===== src/rtl/lnk_pkg.sv =====
package lnk_pkg;

    localparam int WORD_W = 10;
    localparam int SYN_W  = 4;
    localparam int NIB_W  = 4;
    localparam int BYTE_W = 2 * NIB_W;

    localparam logic [WORD_W-1:0] IDLE_WORD   = 10'b0000011111;
    localparam logic [WORD_W-1:0] MULTI_ERR   = 10'b0000000011;

    typedef enum logic [1:0] {
        MK_NONE = 2'b00,
        MK_RSVD = 2'b01,
        MK_LOW  = 2'b10,
        MK_HIGH = 2'b11
    } marker_e;

    typedef struct packed {
        logic             idle;
        logic             fixed;
        logic             multi;
        marker_e          marker;
        logic [NIB_W-1:0] nib;
    } dec_word_t;

    // syndrome ordered {s1,s2,s3,s4}
    function automatic logic [SYN_W-1:0] calc_syndrome(input logic [WORD_W-1:0] w);
        logic s1, s2, s3, s4;
        s1 = w[8] ^ w[6] ^ w[3] ^ w[2] ^ w[0];
        s2 = w[8] ^ w[7] ^ w[6] ^ w[5] ^ w[4] ^ w[3];
        s3 = w[9] ^ w[8] ^ w[5] ^ w[4] ^ w[2];
        s4 = w[9] ^ w[7] ^ w[6] ^ w[4] ^ w[1] ^ w[0];
        return {s1, s2, s3, s4};
    endfunction

    function automatic logic [WORD_W-1:0] syn_to_pattern(input logic [SYN_W-1:0] s);
        logic [WORD_W-1:0] p;
        case (s)
            4'b0000: p = '0;
            4'b0011: p = 10'b1000000000;
            4'b1110: p = 10'b0100000000;
            4'b0101: p = 10'b0010000000;
            4'b1101: p = 10'b0001000000;
            4'b0110: p = 10'b0000100000;
            4'b0111: p = 10'b0000010000;
            4'b1100: p = 10'b0000001000;
            4'b1010: p = 10'b0000000100;
            4'b0001: p = 10'b0000000010;
            4'b1001: p = 10'b0000000001;
            default: p = MULTI_ERR;
        endcase
        return p;
    endfunction

    function automatic logic near_idle(input logic [WORD_W-1:0] w);
        return $countones(w ^ IDLE_WORD) <= 1;
    endfunction

endpackage


===== src/rtl/lnk_syndrome_fix.sv =====
module lnk_syndrome_fix
    import lnk_pkg::*;
(
    input  logic [WORD_W-1:0] word,
    output dec_word_t         dec
);
    logic [SYN_W-1:0]  syn;
    logic [WORD_W-1:0] pattern;
    logic [WORD_W-1:0] repaired;

    always_comb begin
        syn        = calc_syndrome(word);
        pattern    = syn_to_pattern(syn);
        repaired   = word ^ pattern;
        dec.idle   = near_idle(word);
        dec.multi  = (pattern == MULTI_ERR);
        dec.fixed  = (pattern != '0) && (pattern != MULTI_ERR);
        dec.marker = marker_e'(repaired[WORD_W-1 -: 2]);
        dec.nib    = repaired[WORD_W-3 -: NIB_W];
    end
endmodule


===== src/rtl/lnk_nibble_pack.sv =====
module lnk_nibble_pack
    import lnk_pkg::*;
(
    input  logic              clk,
    input  logic              rst,
    input  logic              take,
    input  dec_word_t         dec,
    output logic              byte_vld,
    output logic [BYTE_W-1:0] byte_out
);
    logic             pend_q;
    logic [NIB_W-1:0] low_q;

    always_ff @(posedge clk) begin
        if (rst) begin
            pend_q   <= 1'b0;
            low_q    <= '0;
            byte_vld <= 1'b0;
            byte_out <= '0;
        end else begin
            byte_vld <= 1'b0;
            if (take && !dec.idle) begin
                if (dec.multi) begin
                    pend_q <= 1'b0;
                end else begin
                    unique case (dec.marker)
                        MK_LOW: begin
                            pend_q <= 1'b1;
                            low_q  <= dec.nib;
                        end
                        MK_HIGH: begin
                            pend_q <= 1'b0;
                            if (pend_q) begin
                                byte_vld <= 1'b1;
                                byte_out <= {dec.nib, low_q};
                            end
                        end
                        default: pend_q <= 1'b0;
                    endcase
                end
            end
        end
    end
endmodule


===== src/rtl/lnk_sat_counter.sv =====
module lnk_sat_counter #(
    parameter int W = 32
) (
    input  logic         clk,
    input  logic         rst,
    input  logic         clr,
    input  logic         inc,
    output logic [W-1:0] cnt
);
    localparam logic [W-1:0] TOP = '1;

    always_ff @(posedge clk) begin
        if (rst || clr) begin
            cnt <= '0;
        end else if (inc && cnt != TOP) begin
            cnt <= cnt + W'(1);
        end
    end
endmodule


===== src/rtl/lnk_sec_decoder.sv =====
module lnk_sec_decoder
    import lnk_pkg::*;
#(
    parameter int CNT_W = 32
) (
    input  logic              clk,
    input  logic              rst,
    input  logic              word_strobe,
    input  logic [9:0]        word_in,
    input  logic              stat_clr,
    output logic              byte_vld,
    output logic [7:0]        byte_out,
    output logic [CNT_W-1:0]  bit_err_cnt,
    output logic [CNT_W-1:0]  word_err_cnt
);
    localparam int N_STAT  = 2;
    localparam int ST_BIT  = 0;
    localparam int ST_WORD = 1;

    dec_word_t        dec;
    logic             live;
    logic [N_STAT-1:0] bump;
    logic [CNT_W-1:0] stat [N_STAT];

    lnk_syndrome_fix u_fix (
        .word (word_in),
        .dec  (dec)
    );

    lnk_nibble_pack u_pack (
        .clk      (clk),
        .rst      (rst),
        .take     (word_strobe),
        .dec      (dec),
        .byte_vld (byte_vld),
        .byte_out (byte_out)
    );

    always_comb begin
        live           = word_strobe && !dec.idle;
        bump[ST_BIT]   = live && (dec.fixed || dec.multi);
        bump[ST_WORD]  = live && dec.multi;
    end

    for (genvar g = 0; g < N_STAT; g++) begin : g_stat
        lnk_sat_counter #(.W(CNT_W)) u_cnt (
            .clk (clk),
            .rst (rst),
            .clr (stat_clr),
            .inc (bump[g]),
            .cnt (stat[g])
        );
    end

    assign bit_err_cnt  = stat[ST_BIT];
    assign word_err_cnt = stat[ST_WORD];
endmodule


===== config.mk =====
export PLATFORM = sky130hd
export DESIGN_NAME = lnk_sec_decoder
export DESIGN_NICKNAME = d
export VERILOG_FILES = /design/src/rtl/lnk_pkg.sv /design/src/rtl/lnk_syndrome_fix.sv /design/src/rtl/lnk_nibble_pack.sv /design/src/rtl/lnk_sat_counter.sv /design/src/rtl/lnk_sec_decoder.sv
export SDC_FILE = /design/constraint.sdc
export NUM_CORES = 1
export LEC_CHECK = 0
export CAP_MARGIN = 20
export CORE_ASPECT_RATIO = 1.25
export CORE_MARGIN = 4
export CORE_UTILIZATION = 45
export DETAILED_ROUTE_END_ITERATION = 12
export MAX_ROUTING_LAYER = met4
export PLACE_DENSITY = 0.73
export SYNTH_ARGS = -nofsm -noshare
export SYNTH_HDL_FRONTEND = slang
export SYNTH_SLANG_ARGS = --single-unit

===== constraint.sdc =====
create_clock -name clk -period 5.08 [get_ports clk]
set_clock_uncertainty 0.2 [all_clocks]
set_input_delay 1.016 -clock clk [delete_from_list [all_inputs] [get_ports clk]]
set_output_delay 1.016 -clock clk [all_outputs]
set_load 0.02 [all_outputs]

==> impl_metrics.yaml, run 1 <==
logic_synthesis:
  synth.distinct_cells: 62
  ys_seq_elements: 78
  synthSimpleGateAreaFrac: 0.278
  synth_ff_type: "dfxtp_1"
  async_flop_share: 0
  ys.warnings.count: 0
  syn_inst: 587
  ys_seq_area_frac: 0.318
  syn-cell-area_mm2: 0.00491
  yosys.area_share.xor_xnor: 0.0597
  synthAdderAreaFrac: 0.0576
  synth_top_family_by_area: "simple AND/OR/NAND/NOR gates"
  avgSynthCellArea_um2: 8.36
  synth_edf_count: 0
  syn_nets: 620
  synthMuxAreaShare: 0.0530
  synth_compound_area_frac: 0.182
cts:
  cts_tree: "done"
  clkTransAtPathRegs_ns: 0.06
  clk_latency_ns: 0.33
  numCtsBuffers: 9
  cts-root-buf: "clkbuf_16"
  clock-sinks: 78
  clock_path_buffers: 2
  cts-htree-levels: 3
setup_path:
  r2r-end: "g_stat[0].u_cnt.cnt[8]"
  critPathBufInv: 4
  r2r_slack_ns: 1.91
  crit_slowest_cell: "or4_4"
  regToRegStartpoint: "g_stat[0].u_cnt.cnt[6]"
  critPathKind: "in -> reg"
  cp_cell_sequence: "clkbuf_2 -> inv_1 -> ha_1 -> inv_2 -> fa_1 -> fa_1 -> inv_2 -> fa_2 -> fa_2 -> and2_4 -> a21oi_4 -> o31ai_4 -> or2_4 -> or4_4 -> or3_1 -> a21oi_1"
  cpLargestDelayFamily: "adder cells"
  worstPathArrival_ns: 4.96
  reg2reg_depth: 9
  cp-start-kind: "primary input"
  crit_fanout: 2
  worst_path_largest_cell_delay_ns: 0.53
  required_ns: 5.14
  crit_path_end_kind: "flip-flop"
sta:
  slew_violations: 0
  rsz0062_at_grt: "false"
  max_slew.worst_pin.slew_ns: 1.10
  post-route-period-util: 0.966
  max_freq_mhz: 204
  timing.final.crit_period_ns: 4.91
  setup_viol: 0
  maxSlewHeadroom: 0.269
  holdWs_ns: 0.276
  final-hold-violation-count: 0
global_routing:
  antenna_found_initial: 0
  grt_pass1_wl_um: 22300
  grt-ovfl-total: 0
  grt_max_degree: 60
  grt_util_all_layers: 0.218
  first_global_vias: 4715
routing:
  wl_per_cell_um: 16.3
  routed_wl_um: 13500
  drc: 0
  first_pass_iters: 5
  drt.antenna.violating_nets: 0
  drt-initial-drc-count: 254
  vias_per_cell: 5.96
  num_vias: 4935
power:
  p_sw_frac: 0.334
  powerDensity_mw_per_mm2: 290
  irDropWorstVdd_uv: 168
  internal_power_uw: 1250
  seqPwrFrac: 0.334
  clkPwrFrac: 0.339
  p_leak_uw: 0.00229
  power_switching_uw: 624
  pwr-share-comb: 0.327
finish:
  utilization: 0.608
  area_delta_synth_final_pct: 31.6
  fin_nets: 725
  layout_common_cells: "80 x clkdlybuf4s50_1, 78 x dfxtp_1, 51 x a21oi_1"
  nFillCells: 916
  antenna_cells: 0
  final_common_cell: "clkdlybuf4s50_1"
  drive_gt1_frac: 0.136
placed_design:
  gp_congestion: 0.847
  numPortBuffers: 86
  dp_hpwl_um: 9770
die:
  die_y_um: 125
  start_util: 0.462
  die-area_mm2: 0.0126
  core_mm2: 0.0106
  num_rows: 42
  io_pins: 87
  fp.dieW_um: 101
run_status:
  status: "finished clean"
hold_path:
  min_from: "u_pack.pend_q"
  min_path_cells: 2
  hold_path_end: "u_pack.pend_q"
  hp-class: "reg -> reg"
job:
  drv_cap: 0
[sequential cells by signal, summed over array words and instances (netlist names)]
name              count
g_stat.u_cnt.cnt     64
u_pack.byte_out       8
u_pack.byte_vld       1
u_pack.low_q          4
u_pack.pend_q         1
[per-stage QoR]
step           TNS, ns  instances  area [µm²]  setup slack, ns  power [µW]
5_1_grt              0        828        6460           0.0384        1970
6_report             0        828        6460            0.173        1870
4_1_cts              0        826        6440           0.0669        1870
2_1_floorplan        0        587        4960           0.0490        1060
3_3_place_gp    -17.52        810        6130           -0.398        1210
3_5_place_dp    -26.78        810        6130           -0.523        1230
[power by group through the flow]
stage / clock (µW) / combinational, µW / sequential (µW)
after floorplan: 0 / 416 / 640
after global placement: 0 / 578 / 637
after detailed placement: 0 / 596 / 637
after CTS: 642 / 604 / 624
after global routing: 674 / 668 / 625
final: 634 / 612 / 624
[cell usage after synthesis (5+ instances only)]
cell      count  area, µm²
dfxtp_1      78       1560
nor4_1       13       81.3
clkbuf_1     20       75.1
or4_1        21        158
a31oi_1       5       31.3
and4_1        5       43.8
xnor2_1       7       61.3
inv_1        28        105
nand2_1      36        135
nand4_1      23        144
nor2_1       21       78.8
o21ai_0      26        130
nand2b_1     13       81.3
buf_2        10       50.1
o31ai_1      21        158
o211ai_1      6       45.0
nor3_1        7       35.0
nand3_1      35        175
mux2i_1      20        200
ha_1         13        163
fa_1          6        120
and3_1       15       93.8
or3_1        34        213
and2_1        6       37.5
a21oi_1      54        270
[tightest hold or removal path: cells and delay by family (launching register included)]
family / cells / cell delay [ns]
AOI/OAI and AO/OA: 1 / 0.05
and+or+nand+nor: 1 / 0.05
DFF: 1 / 0.32
[worst max-delay path by stage]
| stage | endpoint | slack [ns] | cells past startpoint | start |
|---|---|---|---|---|
| global route | g_stat[1].u_cnt.cnt[17] | 0.04 | 16 | word_in[0] |
| finish | g_stat[1].u_cnt.cnt[17] | 0.17 | 16 | word_in[0] |
| CTS | g_stat[1].u_cnt.cnt[17] | 0.07 | 16 | word_in[3] |
| floorplan | g_stat[1].u_cnt.cnt[17] | 0.05 | 16 | word_in[0] |
| global placement | g_stat[1].u_cnt.cnt[24] | -0.40 | 17 | word_in[0] |
| detailed placement | g_stat[1].u_cnt.cnt[17] | -0.52 | 15 | word_in[8] |
[cell type report]
type	instances	area [µm²]	area share
multi-input cells	448	3180	0.493
flip-flops and latches	78	1560	0.242
repair buffers	126	1160	0.179
clock buffers	14	254	0.0393
well taps	132	165	0.0256
inverters	29	109	0.0169
clock inverters	1	30.0	0.00465
[per-layer routing]
layer | global-route usage | vias up | routed length (µm)
li1 | - | 2417 | -
met1 | 0.263 | 2347 | 5670
met2 | 0.364 | 149 | 6850
met3 | 0.0381 | 22 | 708
met4 | 0.0673 | 0 | 234
met5 | - | - | 0
[kinds of logic (layout without fill, tap and decap cells)]
logic type / Yosys count / after routing
AND/OR/NAND/NOR: 241 / 241
flip-flops: 78 / 78
adder cells (fa/ha/maj): 19 / 19
multiplexers: 25 / 25
XOR/XNOR: 20 / 20
AO/OA/AOI/OAI: 143 / 143
buffers and inverters: 61 / 170
[timing repair]
action,CTS,global route
cloned,0,0
hold buffers,0,0
buffers inserted,1,2
pin swaps,12,10
gates resized for setup,15,17
setup endpoints to repair,45,19
Note: power is estimated with default switching activity, not from simulation.
==> run 2: changes to the inputs <==
CORE_UTILIZATION = 50   (was 45)
PLACE_DENSITY = 0.76   (was 0.73)
SLEW_MARGIN = 20   (was not set)
clock period = 5.75 ns   (was 5.08 ns; I/O delays follow)
==> impl_metrics.yaml, run 2 (same netlist as run 1, synthesis figures left out) <==
placed_design:
  numPortBuffers: 86
  gp_congestion: 0.866
  place_area_mm2: 0.00599
  dp_hpwl_um: 9270
global_routing:
  use_met3: 0.0360
  first_global_vias: 4721
  grt-busiest-layer: "met2"
  use_met1: 0.283
  grt_max_degree: 60
  grt-ovfl-total: 0
  antenna_found_initial: 0
  grt_pass1_wl_um: 22100
  grt_util_all_layers: 0.233
  gr-usage-met2: 0.397
power:
  powerDensity_mw_per_mm2: 255
  total_power_uw: 1600
  p_leak_uw: 0.00221
  irDropWorstVdd_uv: 210
die:
  io_pins: 87
  num_rows: 40
  die_y_um: 119
  core_mm2: 0.00961
  die-area_mm2: 0.0115
  fp.dieW_um: 96.6
  start_util: 0.511
routing:
  drt-initial-drc-count: 276
  drc: 0
  routed_wl_um: 13100
  wl_per_cell_um: 16.3
  vias_per_cell: 6.10
  drt.antenna.violating_nets: 0
  num_vias: 4913
  first_pass_iters: 5
sta:
  post-route-period-util: 0.956
  max_freq_mhz: 182
  max_slew.worst_pin.slew_ns: 1.09
  final-hold-violation-count: 0
  maxSlewHeadroom: 0.273
  rsz0062_at_grt: "false"
  setup_viol: 0
  timing.final.crit_period_ns: 5.50
  slew_violations: 0
  holdWs_ns: 0.271
finish:
  seq_area_mm2: 0.00156
  multi_input_area_mm2: 0.00312
  layout_common_cells: "86 x clkdlybuf4s50_1, 78 x dfxtp_1, 53 x a21oi_1"
  antenna_cells: 0
  drive_gt1_frac: 0.0869
  area_delta_synth_final_pct: 28.4
  nFillCells: 838
  largest_reg_flops: 64
  final_common_cell: "clkdlybuf4s50_1"
  reg_top3: "g_stat.u_cnt.cnt x64, u_pack.byte_out x8, u_pack.low_q x4"
  fin_nets: 709
  top_register: "g_stat.u_cnt.cnt"
  postLayoutCellArea_mm2: 0.00630
cts:
  clock_path_buffers: 2
  cts-htree-levels: 3
  cts_hold_buf: 0
  numCtsBuffers: 9
  clkTransAtPathRegs_ns: 0.06
  clock-sinks: 78
  cts_tree: "done"
  cts-root-buf: "clkbuf_16"
  post_cts_buffers: 0
  clk_latency_ns: 0.33
setup_path:
  crit_fanout: 2
  required_ns: 5.80
  crit_path_end_kind: "flip-flop"
  worstPathArrival_ns: 5.54
  critPathKind: "in -> reg"
  cp-start-kind: "primary input"
job:
  drv_cap: 0
hold_path:
  hp-class: "reg -> reg"
run_status:
  status: "finished clean"
[run 2: changes by cell type in the layout (fill, tap and decap cells not counted), moves of 2 or more]
cell,delta
a21oi_1,+2
buf_4,-16
clkbuf_1,-2
clkbuf_2,-6
clkdlybuf4s50_1,+6
inv_1,+6
inv_2,-6
or4_1,+2
or4_4,-2
[run 2: stage by stage]
step | std cells | setup WS, ns | setup TNS (ns) | utilization
floorplan | 587 | 0.151 | 0 | -
global route | 805 | 0.0582 | 0 | 0.656
finish | 805 | 0.255 | 0 | 0.656
detailed placement | 791 | -0.184 | -1.83 | 0.623
CTS | 805 | 0.154 | 0 | 0.654
global placement | 791 | -0.0975 | -0.264 | 0.623
[run 2: final timing paths]
| kind | from | to | slack, ns | depth (start not counted) |
|---|---|---|---|---|
| setup / recovery | word_in[8] | g_stat[1].u_cnt.cnt[17] | 0.25 | 15 |
| hold / removal | u_pack.pend_q | u_pack.pend_q | 0.27 | 2 |
| setup reg to reg | g_stat[0].u_cnt.cnt[6] | g_stat[0].u_cnt.cnt[8] | 2.48 | 9 |
| hold reg to reg | u_pack.pend_q | u_pack.pend_q | 0.27 | 2 |
[run 2: per-layer routing]
metal,routed length (µm),part of all wire
met5,0,0
met4,162,0.012
met3,525,0.040
met2,6730,0.51
met1,5680,0.43
[run 2: cell type report]
type                       count  area share
clock buffer                  13      0.0413
clock inverter                 1     0.00476
inverter                      29      0.0173
multi-input combinational    448       0.495
sequential                    78       0.248
tap                          126      0.0250
timing repair buffer         110       0.169
[run 2: critical path, stage by stage]
cell	delay, ns
clkdlybuf4s50_1	0.48
ha_4	0.30
inv_1	0.05
fa_1	0.50
fa_1	0.54
inv_1	0.05
fa_2	0.37
fa_1	0.38
and2_1	0.18
a21oi_2	0.14
o31ai_1	0.12
or2_2	0.32
or4_1	0.52
or3_1	0.32
a21oi_1	0.14
[run 2: report_power, final]
group | switching, µW | internal, µW | total (µW)
Combinational | 314 | 169 | 483
Clock | 214 | 356 | 570
Sequential | 4.54 | 547 | 551
[run 2: timing repair]
action                                  CTS  global route
resized for setup                         0             3
endpoints found under the setup margin    0            10
hold endpoints to repair                  0             0
==> run 3: changes to the inputs <==
MAX_ROUTING_LAYER = not set   (was met4)
==> impl_metrics.yaml, run 3 (same netlist as run 1, synthesis figures left out) <==
routing:
  vias_per_cell: 6.11
  drc: 0
  first_pass_iters: 5
  routed_wl_um: 13100
  wl_per_cell_um: 16.2
  drt.antenna.violating_nets: 0
  drt-initial-drc-count: 271
  num_vias: 4953
finish:
  antenna_cells: 0
  reg_top3: "g_stat.u_cnt.cnt x64, u_pack.byte_out x8, u_pack.low_q x4"
  layout_common_cells: "86 x clkdlybuf4s50_1, 78 x dfxtp_1, 53 x a21oi_1"
  top_register: "g_stat.u_cnt.cnt"
  fin_nets: 714
  drive_gt1_frac: 0.0978
  largest_reg_flops: 64
  area_delta_synth_final_pct: 29.1
  final_common_cell: "clkdlybuf4s50_1"
  instances_no_fill: 811
global_routing:
  grt_util_all_layers: 0.228
  grt_max_degree: 55
  grt-ovfl-total: 0
  grt_pass1_wl_um: 22200
  first_global_vias: 4654
  antenna_found_initial: 0
power:
  irDropWorstVdd_uv: 166
  powerDensity_mw_per_mm2: 258
  p_leak_uw: 0.00224
  total_power_uw: 1630
sta:
  slew_violations: 0
  rsz0062_at_grt: "false"
  finalSetupTns_ns: 0
  setup_viol: 0
  timing.final.crit_period_ns: 5.55
  final-hold-violation-count: 0
  max_freq_mhz: 180
  max_slew.worst_pin.slew_ns: 1.10
  post-route-period-util: 0.965
  maxSlewHeadroom: 0.264
setup_path:
  worstPathArrival_ns: 5.60
  critPathKind: "in -> reg"
  crit_fanout: 2
  cp-start-kind: "primary input"
  crit_path_end_kind: "flip-flop"
  required_ns: 5.80
cts:
  clk_latency_ns: 0.33
  post_cts_buffers: 0
  clkTransAtPathRegs_ns: 0.06
  clock-sinks: 78
  cts-root-buf: "clkbuf_16"
  cts-htree-levels: 3
  numCtsBuffers: 9
  clock_path_buffers: 2
  cts_tree: "done"
die:
  io_pins: 87
  start_util: 0.511
  fp.dieW_um: 96.6
  die-area_mm2: 0.0115
  num_rows: 40
  core_mm2: 0.00961
  die_y_um: 119
placed_design:
  dp_hpwl_um: 9610
  numPortBuffers: 86
  dp_cells: 796
  gp_congestion: 0.873
job:
  drv_cap: 0
run_status:
  status: "finished clean"
hold_path:
  hp-class: "reg -> reg"
run 3: final cells by class:
cell class,count,area [µm²]
Clock buffer,12,267
Inverter,29,109
Timing Repair Buffer,115,1090
Tap cell,126,158
Multi-Input combinational cell,448,3110
Clock inverter,3,42.5
Sequential cell,78,1560
Fill cell,842,3270
run 3: timing repair:
action,in CTS,in global routing
hold buffers,0,0
gates resized for setup,0,3
setup endpoints to repair,0,14
endpoints found under the hold margin,0,0
run 3: final timing paths:
check	start	slack (ns)	depth (start not counted)	endpoint
worst min register to register	u_pack.pend_q	0.27	2	u_pack.pend_q
worst min-delay path	u_pack.pend_q	0.27	2	u_pack.pend_q
worst max register to register	g_stat[0].u_cnt.cnt[6]	2.49	9	g_stat[0].u_cnt.cnt[8]
worst max-delay path	word_in[0]	0.20	16	g_stat[1].u_cnt.cnt[17]
run 3: report_power, final:
| part | switching (µW) | internal (µW) |
|---|---|---|
| combinational | 316 | 179 |
| sequential | 4.23 | 547 |
| clock | 219 | 368 |
run 3: worst max-delay path: stages:
cell             delay, ns
clkdlybuf4s50_1       0.49
inv_1                 0.05
ha_1                  0.27
inv_1                 0.05
fa_1                  0.51
fa_1                  0.56
inv_1                 0.06
fa_2                  0.37
fa_2                  0.35
and2_1                0.18
a21oi_2               0.14
o31ai_1               0.12
or2_2                 0.32
or4_1                 0.51
or3_1                 0.32
a21oi_1               0.14
run 3: through the flow:
step,hold WS (ns),instance area (µm²),setup slack [ns],utilization
after floorplan,0.248,4910,0.151,-
after global placement,0.257,6010,-0.115,0.625
after detailed placement,0.269,6020,-0.313,0.626
after CTS,0.277,6320,0.0368,0.658
after global routing,0.297,6340,0.0267,0.659
final,0.272,6340,0.204,0.659
run 3: metal layers:
layer | wire length [µm] | vias to the layer above | share of wire | GRT usage
met5 | 0 | - | 0 | 0
met4 | 268 | 0 | 0.020 | 0.0781
met3 | 696 | 26 | 0.053 | 0.0413
met2 | 6680 | 160 | 0.51 | 0.402
met1 | 5460 | 2375 | 0.42 | 0.276
li1 | - | 2392 | - | -
